File: src/rtl/wbuf_pkg.sv
package wbuf_pkg;
  typedef enum logic [1:0] {
    ST_IDLE  = 2'd0,
    ST_DRAIN = 2'd1,
    ST_RDREQ = 2'd2,
    ST_RDWT  = 2'd3
  } wb_state_e;
endpackage

File: src/rtl/wbuf_fifo.sv
module wbuf_fifo #(
  parameter int AW    = 32,
  parameter int DW    = 32,
  parameter int DEPTH = 4
) (
  input  logic                     clk,
  input  logic                     rst_n,
  input  logic                     push,
  input  logic [AW-1:0]            push_addr,
  input  logic [DW-1:0]            push_data,
  input  logic                     pop,
  output logic [AW-1:0]            head_addr,
  output logic [DW-1:0]            head_data,
  output logic                     full,
  output logic                     empty,
  output logic [DEPTH-1:0]         slot_vld,
  output logic [DEPTH*AW-1:0]      slot_addr,
  output logic [$clog2(DEPTH)-1:0] head_ptr
);
  localparam int PTR_W = $clog2(DEPTH);

  logic [PTR_W-1:0] wr_ptr_q, wr_ptr_d;
  logic [PTR_W-1:0] rd_ptr_q, rd_ptr_d;
  logic [DEPTH-1:0] vld_q, vld_d;
  logic [AW-1:0]    addr_q [DEPTH];
  logic [DW-1:0]    data_q [DEPTH];

  // next-state for pointers and occupancy
  always_comb begin
    vld_d    = vld_q;
    wr_ptr_d = wr_ptr_q;
    rd_ptr_d = rd_ptr_q;
    if (pop) begin
      vld_d[rd_ptr_q] = 1'b0;
      rd_ptr_d        = rd_ptr_q + PTR_W'(1);
    end
    if (push) begin
      vld_d[wr_ptr_q] = 1'b1;
      wr_ptr_d        = wr_ptr_q + PTR_W'(1);
    end
  end

  always_ff @(posedge clk or negedge rst_n) begin
    if (!rst_n) begin
      vld_q    <= '0;
      wr_ptr_q <= '0;
      rd_ptr_q <= '0;
    end else begin
      vld_q    <= vld_d;
      wr_ptr_q <= wr_ptr_d;
      rd_ptr_q <= rd_ptr_d;
    end
  end

  // payload storage, written only through its slot enable
  for (genvar s = 0; s < DEPTH; s++) begin : g_slot
    logic slot_we;
    assign slot_we = push && (wr_ptr_q == PTR_W'(s));
    always_ff @(posedge clk) begin
      if (slot_we) begin
        addr_q[s] <= push_addr;
        data_q[s] <= push_data;
      end
    end
    assign slot_addr[s*AW +: AW] = addr_q[s];
  end

  assign slot_vld  = vld_q;
  assign head_ptr  = rd_ptr_q;
  assign head_addr = addr_q[rd_ptr_q];
  assign head_data = data_q[rd_ptr_q];
  assign full      = &vld_q;
  assign empty     = ~|vld_q;

  AST_NO_OVERFLOW: assert property (@(posedge clk) disable iff (!rst_n)
    push |-> (!full || pop) && !vld_q[wr_ptr_q] || pop && (wr_ptr_q == rd_ptr_q) && !full);
  AST_NO_UNDERFLOW: assert property (@(posedge clk) disable iff (!rst_n)
    pop |-> vld_q[rd_ptr_q]);
endmodule

File: src/rtl/wbuf_match.sv
module wbuf_match #(
  parameter int AW    = 32,
  parameter int DEPTH = 4,
  parameter int OFF_W = 4
) (
  input  logic [DEPTH-1:0]           slot_vld,
  input  logic [DEPTH*AW-1:0]        slot_addr,
  input  logic [$clog2(DEPTH)-1:0]   head_ptr,
  input  logic [AW-1:0]              cmp_addr,
  output logic [$clog2(DEPTH+1)-1:0] need
);
  localparam int PTR_W = $clog2(DEPTH);
  localparam int CNT_W = $clog2(DEPTH+1);
  localparam logic [AW-1:0] LINE_MASK = ~((AW'(1) << OFF_W) - AW'(1));

  logic [DEPTH-1:0] hit_slot;
  logic [DEPTH-1:0] hit_age;
  logic [PTR_W-1:0] age_idx [DEPTH];

  // one comparator per slot, on the line part of the address
  for (genvar s = 0; s < DEPTH; s++) begin : g_cmp
    assign hit_slot[s] = slot_vld[s] &&
      (((slot_addr[s*AW +: AW] ^ cmp_addr) & LINE_MASK) == '0);
  end

  // rotate hits into age order, oldest first
  for (genvar k = 0; k < DEPTH; k++) begin : g_age
    assign age_idx[k] = head_ptr + PTR_W'(k);
    assign hit_age[k] = hit_slot[age_idx[k]];
  end

  // youngest hit decides how many slots must leave first
  always_comb begin
    need = '0;
    for (int k = 0; k < DEPTH; k++) begin
      if (hit_age[k]) need = CNT_W'(k + 1);
    end
  end
endmodule

File: src/rtl/wbuf_ctrl.sv
module wbuf_ctrl
  import wbuf_pkg::*;
#(
  parameter int AW    = 32,
  parameter int DEPTH = 4
) (
  input  logic                       clk,
  input  logic                       rst_n,
  input  logic                       cs_rd_valid,
  input  logic                       cs_rd_vic_valid,
  input  logic [AW-1:0]              cs_rd_addr,
  input  logic                       full,
  input  logic [$clog2(DEPTH+1)-1:0] need,
  input  logic                       drain_pop,
  input  logic                       mem_req_ready,
  input  logic                       mem_rsp_valid,
  output wb_state_e                  state,
  output logic                       cs_rd_ready,
  output logic                       rd_accept,
  output logic [AW-1:0]              miss_addr
);
  localparam int CNT_W = $clog2(DEPTH+1);

  wb_state_e     st_q, st_d;
  logic [AW-1:0] miss_q;
  logic          clear_after;

  assign cs_rd_ready = (st_q == ST_IDLE) && (!cs_rd_vic_valid || !full);
  assign rd_accept   = cs_rd_valid && cs_rd_ready;
  // matching slots are gone once this cycle's drain is counted
  assign clear_after = (need == '0) || ((need == CNT_W'(1)) && drain_pop);

  always_comb begin
    st_d = st_q;
    case (st_q)
      ST_IDLE:  if (rd_accept) st_d = clear_after ? ST_RDREQ : ST_DRAIN;
      ST_DRAIN: if (clear_after) st_d = ST_RDREQ;
      ST_RDREQ: if (mem_req_ready) st_d = ST_RDWT;
      ST_RDWT:  if (mem_rsp_valid) st_d = ST_IDLE;
      default:  st_d = ST_IDLE;
    endcase
  end

  always_ff @(posedge clk or negedge rst_n) begin
    if (!rst_n) st_q <= ST_IDLE;
    else        st_q <= st_d;
  end

  always_ff @(posedge clk) begin
    if (rd_accept) miss_q <= cs_rd_addr;
  end

  assign state     = st_q;
  assign miss_addr = miss_q;

  AST_RSP_RETURN: assert property (@(posedge clk) disable iff (!rst_n)
    (st_q == ST_RDWT) && mem_rsp_valid |=> cs_rd_ready || cs_rd_vic_valid);
endmodule

File: src/rtl/wbuf_bypass.sv
module wbuf_bypass
  import wbuf_pkg::*;
#(
  parameter int AW    = 32,
  parameter int DW    = 32,
  parameter int DEPTH = 4,
  parameter int OFF_W = 4
) (
  input  logic          clk,
  input  logic          rst_n,
  input  logic          cs_wr_valid,
  output logic          cs_wr_ready,
  input  logic [AW-1:0] cs_wr_addr,
  input  logic [DW-1:0] cs_wr_data,
  input  logic          cs_rd_valid,
  output logic          cs_rd_ready,
  input  logic [AW-1:0] cs_rd_addr,
  input  logic          cs_rd_vic_valid,
  input  logic [AW-1:0] cs_rd_vic_addr,
  input  logic [DW-1:0] cs_rd_vic_data,
  output logic          cs_rd_rsp_valid,
  output logic [DW-1:0] cs_rd_rsp_data,
  output logic          mem_req_valid,
  input  logic          mem_req_ready,
  output logic          mem_req_write,
  output logic [AW-1:0] mem_req_addr,
  output logic [DW-1:0] mem_req_wdata,
  input  logic          mem_rsp_valid,
  input  logic [DW-1:0] mem_rsp_data
);
  localparam int PTR_W = $clog2(DEPTH);
  localparam int CNT_W = $clog2(DEPTH+1);

  wb_state_e          st;
  logic               full, empty, push, pop, rd_accept, drain_phase;
  logic [AW-1:0]      push_addr, head_addr, miss_addr, cmp_addr;
  logic [DW-1:0]      push_data, head_data;
  logic [DEPTH-1:0]   slot_vld;
  logic [DEPTH*AW-1:0] slot_addr;
  logic [PTR_W-1:0]   head_ptr;
  logic [CNT_W-1:0]   need;

  // stores wait whenever a miss is offered or in flight
  assign cs_wr_ready = !full && (st == ST_IDLE) && !cs_rd_valid;

  // victim takes the enqueue slot in the miss cycle
  always_comb begin
    push      = 1'b0;
    push_addr = cs_wr_addr;
    push_data = cs_wr_data;
    if (rd_accept && cs_rd_vic_valid) begin
      push      = 1'b1;
      push_addr = cs_rd_vic_addr;
      push_data = cs_rd_vic_data;
    end else if (cs_wr_valid && cs_wr_ready) begin
      push = 1'b1;
    end
  end

  assign drain_phase   = (st == ST_IDLE) || (st == ST_DRAIN);
  assign mem_req_valid = drain_phase ? !empty : (st == ST_RDREQ);
  assign mem_req_write = drain_phase;
  assign mem_req_addr  = drain_phase ? head_addr : miss_addr;
  assign mem_req_wdata = head_data;
  assign pop           = drain_phase && !empty && mem_req_ready;

  assign cs_rd_rsp_valid = (st == ST_RDWT) && mem_rsp_valid;
  assign cs_rd_rsp_data  = mem_rsp_data;

  assign cmp_addr = (st == ST_IDLE) ? cs_rd_addr : miss_addr;

  wbuf_fifo #(.AW(AW), .DW(DW), .DEPTH(DEPTH)) u_fifo (
    .clk       (clk),
    .rst_n     (rst_n),
    .push      (push),
    .push_addr (push_addr),
    .push_data (push_data),
    .pop       (pop),
    .head_addr (head_addr),
    .head_data (head_data),
    .full      (full),
    .empty     (empty),
    .slot_vld  (slot_vld),
    .slot_addr (slot_addr),
    .head_ptr  (head_ptr)
  );

  wbuf_match #(.AW(AW), .DEPTH(DEPTH), .OFF_W(OFF_W)) u_match (
    .slot_vld  (slot_vld),
    .slot_addr (slot_addr),
    .head_ptr  (head_ptr),
    .cmp_addr  (cmp_addr),
    .need      (need)
  );

  wbuf_ctrl #(.AW(AW), .DEPTH(DEPTH)) u_ctrl (
    .clk             (clk),
    .rst_n           (rst_n),
    .cs_rd_valid     (cs_rd_valid),
    .cs_rd_vic_valid (cs_rd_vic_valid),
    .cs_rd_addr      (cs_rd_addr),
    .full            (full),
    .need            (need),
    .drain_pop       (pop),
    .mem_req_ready   (mem_req_ready),
    .mem_rsp_valid   (mem_rsp_valid),
    .state           (st),
    .cs_rd_ready     (cs_rd_ready),
    .rd_accept       (rd_accept),
    .miss_addr       (miss_addr)
  );

  AST_READ_CLEAR: assert property (@(posedge clk) disable iff (!rst_n)
    (mem_req_valid && !mem_req_write) |-> (need == '0));
  AST_RD_REQ_HOLD: assert property (@(posedge clk) disable iff (!rst_n)
    (mem_req_valid && !mem_req_write && !mem_req_ready) |=>
      (mem_req_valid && !mem_req_write && $stable(mem_req_addr)));
  AST_MISS_BLOCKS_STORE: assert property (@(posedge clk) disable iff (!rst_n)
    rd_accept |=> !cs_wr_ready);
endmodule

File: config.mk
export PLATFORM = sky130hd
export DESIGN_NAME = wbuf_bypass
export DESIGN_NICKNAME = d
export VERILOG_FILES = /design/src/rtl/wbuf_pkg.sv /design/src/rtl/wbuf_fifo.sv /design/src/rtl/wbuf_match.sv /design/src/rtl/wbuf_ctrl.sv /design/src/rtl/wbuf_bypass.sv
export SDC_FILE = /design/constraint.sdc
export NUM_CORES = 1
export LEC_CHECK = 0
export ABC_CLOCK_PERIOD_IN_PS = 4200
export BUFFER_PORTS_ARGS = -buffer_cell sky130_fd_sc_hd__clkbuf_2
export CORE_MARGIN = 3
export CORE_UTILIZATION = 51
export CTS_BUF_LIST = sky130_fd_sc_hd__clkbuf_8
export DETAILED_ROUTE_END_ITERATION = 10
export GPL_ROUTABILITY_DRIVEN = 0
export PLACE_DENSITY = 0.8
export SYNTH_ARGS = -nofsm -noshare
export SYNTH_HDL_FRONTEND = slang
export SYNTH_HIERARCHICAL = 1
export SYNTH_SLANG_ARGS = --single-unit
File: constraint.sdc
create_clock -name clk -period 4.2 [get_ports clk]
set_clock_uncertainty 0.15 [all_clocks]
set_input_delay 0.42 -clock clk [delete_from_list [all_inputs] [get_ports clk]]
set_output_delay 0.42 -clock clk [all_outputs]
set_load 0.05 [all_outputs]
==> summary.md <==
| Metric | Value |
|---|---|
| CP bufs+invs | 1 |
| Placeable Area | 27,300 sq um |
| Worst min-delay path category | input pin to flop |
| Register Area | 8910 sq um |
| Peak supply drop | 0.000439 V |
| TNS Setup | 0 ns |
| Root Buffer | clkbuf_8 |
| Syn-to-layout area delta | 18.3% |
| Setup violations, final | 0 |
| Layout cells sized above 1 | 0.479 |
| Met2 global-route usage | 0.372 |
| Commonest non-fill, non-tap cell in the layout | edfxtp_1 |
| Critical path class | flop to flop |
| Crit path max-delay cell type | or4_4 |
| Pin count of the biggest net entering global routing | 46 |
| Global route overflow | 0 |
| Rows | 60 |
| Delay-heaviest family, CP | simple AND/OR/NAND/NOR gates |
| H-tree Lvls | 2 |
| GR peak layer | met2 |
| Total nets after synthesis | ~1,000 |
| Die Height | 174 um |
| Post-synth design cell area | 14,300 sq um |
| Leak | 6.18 nW |
| First-pass GRT wire length | 52.0 mm |
| RSZ-0062 raised after global routing | no |
| Clk sinks | between 200 and 300 |
| PwrDens | 656 nW/um^2 |
| Worst r2r src | u_ctrl/state[1]$_DFFE_PN0P_ |
| Die width | 174 um |
| Fin. Hold Viols | 0 |
| Total power | 11.1 mW |
| Worst setup path end | u_ctrl/state[0]$_DFFE_PN0P_ |
| Critical Path Stages | 12 |
| Max-slew headroom | 0.511 |
| Tot GR Track Use | 0.224 |
| Maxcap violations | 0 |
| Wire per inst | 22.7 um |
| Clk buf depth | 3 |
| Worst hold margin | roughly 0.065 ns |
| Period utilization | 0.940 |
| Pre-Repair DR Iteration Count | 5 |
| Vias | between 8,000 and 9,000 |
| Reg2reg end | u_ctrl/state[0]$_DFFE_PN0P_ |
| CP arrival | 4.25 ns |
| DRT Wirelength | between 30 and 40 mm |
| Reg2Reg Setup Slack | 0.25 ns |
| Vias in the first global route | 8,692 |
| Vias/cell | 5.59 |
| Clk Latency, worst-skew pair | 0.57 ns |
| Fillers | 2,037 |
| Number of CTS-inserted buffers | 49 |
| Core Util, Final | 0.621 |
| Worst-path cell chain | nor2_4, buf_12, mux2_4, xnor2_1, nand4_1, or4_4, or2_4, a41oi_1, nand4_1, a211oi_2, o21ai_1, mux2_4 |
| Final max-slew violation count | 0 |
| HPWL after DPL | 23.3 mm |
| Worst Setup SP | u_ctrl/state[1]$_DFFE_PN0P_ |
| # port buffers | around 240 |
| Crit start category | flop |
| I/O pin count | 300 |
| Element type at the critical path end | flop |
| Tightest Pin Transition | 0.734 ns |
| Worst R2R Path Depth | 12 |
| Fmax | 0.253 GHz |
| Cells after Synth | 792 |
| Antenna Nets Post-Route | 0 |
| Minimum clock period | 3.95 ns |
| Met1 Usage GRT | 0.307 |
| Initial antenna violation count | 1 |
| CP required | 4.51 ns |
| Area occupied by multi-input gates | between 4000 and 5000 sq um |
| Reg clk slew, reported paths | approximately 0.06 ns |
| GR Util met3 | 0.0412 |
| Post-route DRC violation count | 0 |
| Syn avg cell area | between 15 and 20 sq um |
| Commonest non-fill, non-tap cells in the layout | 288 x edfxtp_1, 235 x clkbuf_2, 97 x mux2_2 |
| NumNets Final | about 1,300 |
| Maximum net fanout on the critical path | 28 |
| CTS tree | yes |
| Die area | about 30,000 sq um |
| Yosys warning count | 6 |
| Status | finished clean |
| Critical Path Max Stage Delay | 0.55 ns |
| Iter 0 DRT Violations | 600 |
| Initial Utilization | 0.525 |
==> stage by stage <==
stage                     setup slack (ns)  std cells  area [sq um]
after CTS                            0.210       1478         16900
final                                0.253       1479         16900
after floorplan                     0.0969        792         14300
after global routing                0.0938       1479         16900
after detailed placement             0.223       1356         15700
after global placement               0.311       1356         15700
==> repair_timing <==
item	4_1_cts	5_1_grt
endpoints found under the setup margin	0	1
buffers inserted	0	0
hold buffers	33	0
endpoints found under the hold margin	42	0
gates resized for setup	0	2
==> power breakdown <==
| part | switching [mW] | leakage [nW] | internal, mW |
|---|---|---|---|
| clock | 1.13 | 0.504 | 1.22 |
| combinational | 3.02 | 2.95 | 1.78 |
| sequential | 0.297 | 2.72 | 3.66 |
| total | 4.45 | 6.18 | 6.67 |
==> worst min path at each step <==
stage	from	end	slack, ns	cells after the start
after CTS	cs_rd_vic_data[23]	u_fifo/data_q[2][23]$_DFFE_PP_	0.02	2
after floorplan	rst_n	u_ctrl/state[0]$_DFFE_PN0P_	-0.03	0
after global placement	rst_n	u_fifo/head_ptr[0]$_DFFE_PN0P_	0.16	1
after global routing	cs_rd_vic_data[27]	u_fifo/data_q[0][27]$_DFFE_PP_	0.03	2
final	cs_wr_addr[16]	u_fifo/addr_q[0][16]$_DFFE_PP_	0.07	2
after detailed placement	rst_n	u_fifo/head_ptr[0]$_DFFE_PN0P_	0.17	1
==> layer usage <==
layer | part of all wire | wire [um]
met5 | 0 | 0
met4 | 0.023 | 761
met3 | 0.074 | 2480
met2 | 0.49 | 16600
met1 | 0.41 | 13700
==> state kept, by name, summed over array words and instances, names as in the netlist <==
signal	flops
u_ctrl/miss_addr	32
u_fifo/wr_ptr_q	2
u_fifo/data_q	128
u_fifo/slot_vld	4
u_fifo/head_ptr	2
u_ctrl/state	2
u_fifo/addr_q	128
==> area by class of cell <==
type                            count  area share
Sequential cell                   298       0.526
Multi-Input combinational cell    415       0.286
Timing Repair Buffer              291       0.104
Clock buffer                       49      0.0398
Tap cell                          372      0.0275
Clock inverter                     40      0.0135
Inverter                           13     0.00288
Antenna cell                        1    0.000148
==> worst reg2reg max path, delay by kind of cell, from the launching register on <==
family                    cells  cell delay [ns]
and+or+nand+nor               5             1.28
AOI/OAI and AO/OA             3             0.76
muxes                         2             0.73
DFF                           1             0.42
xor gates and xnor gates      1             0.26
buffers and inverters         1             0.24
(Power assumes the default switching activity.)
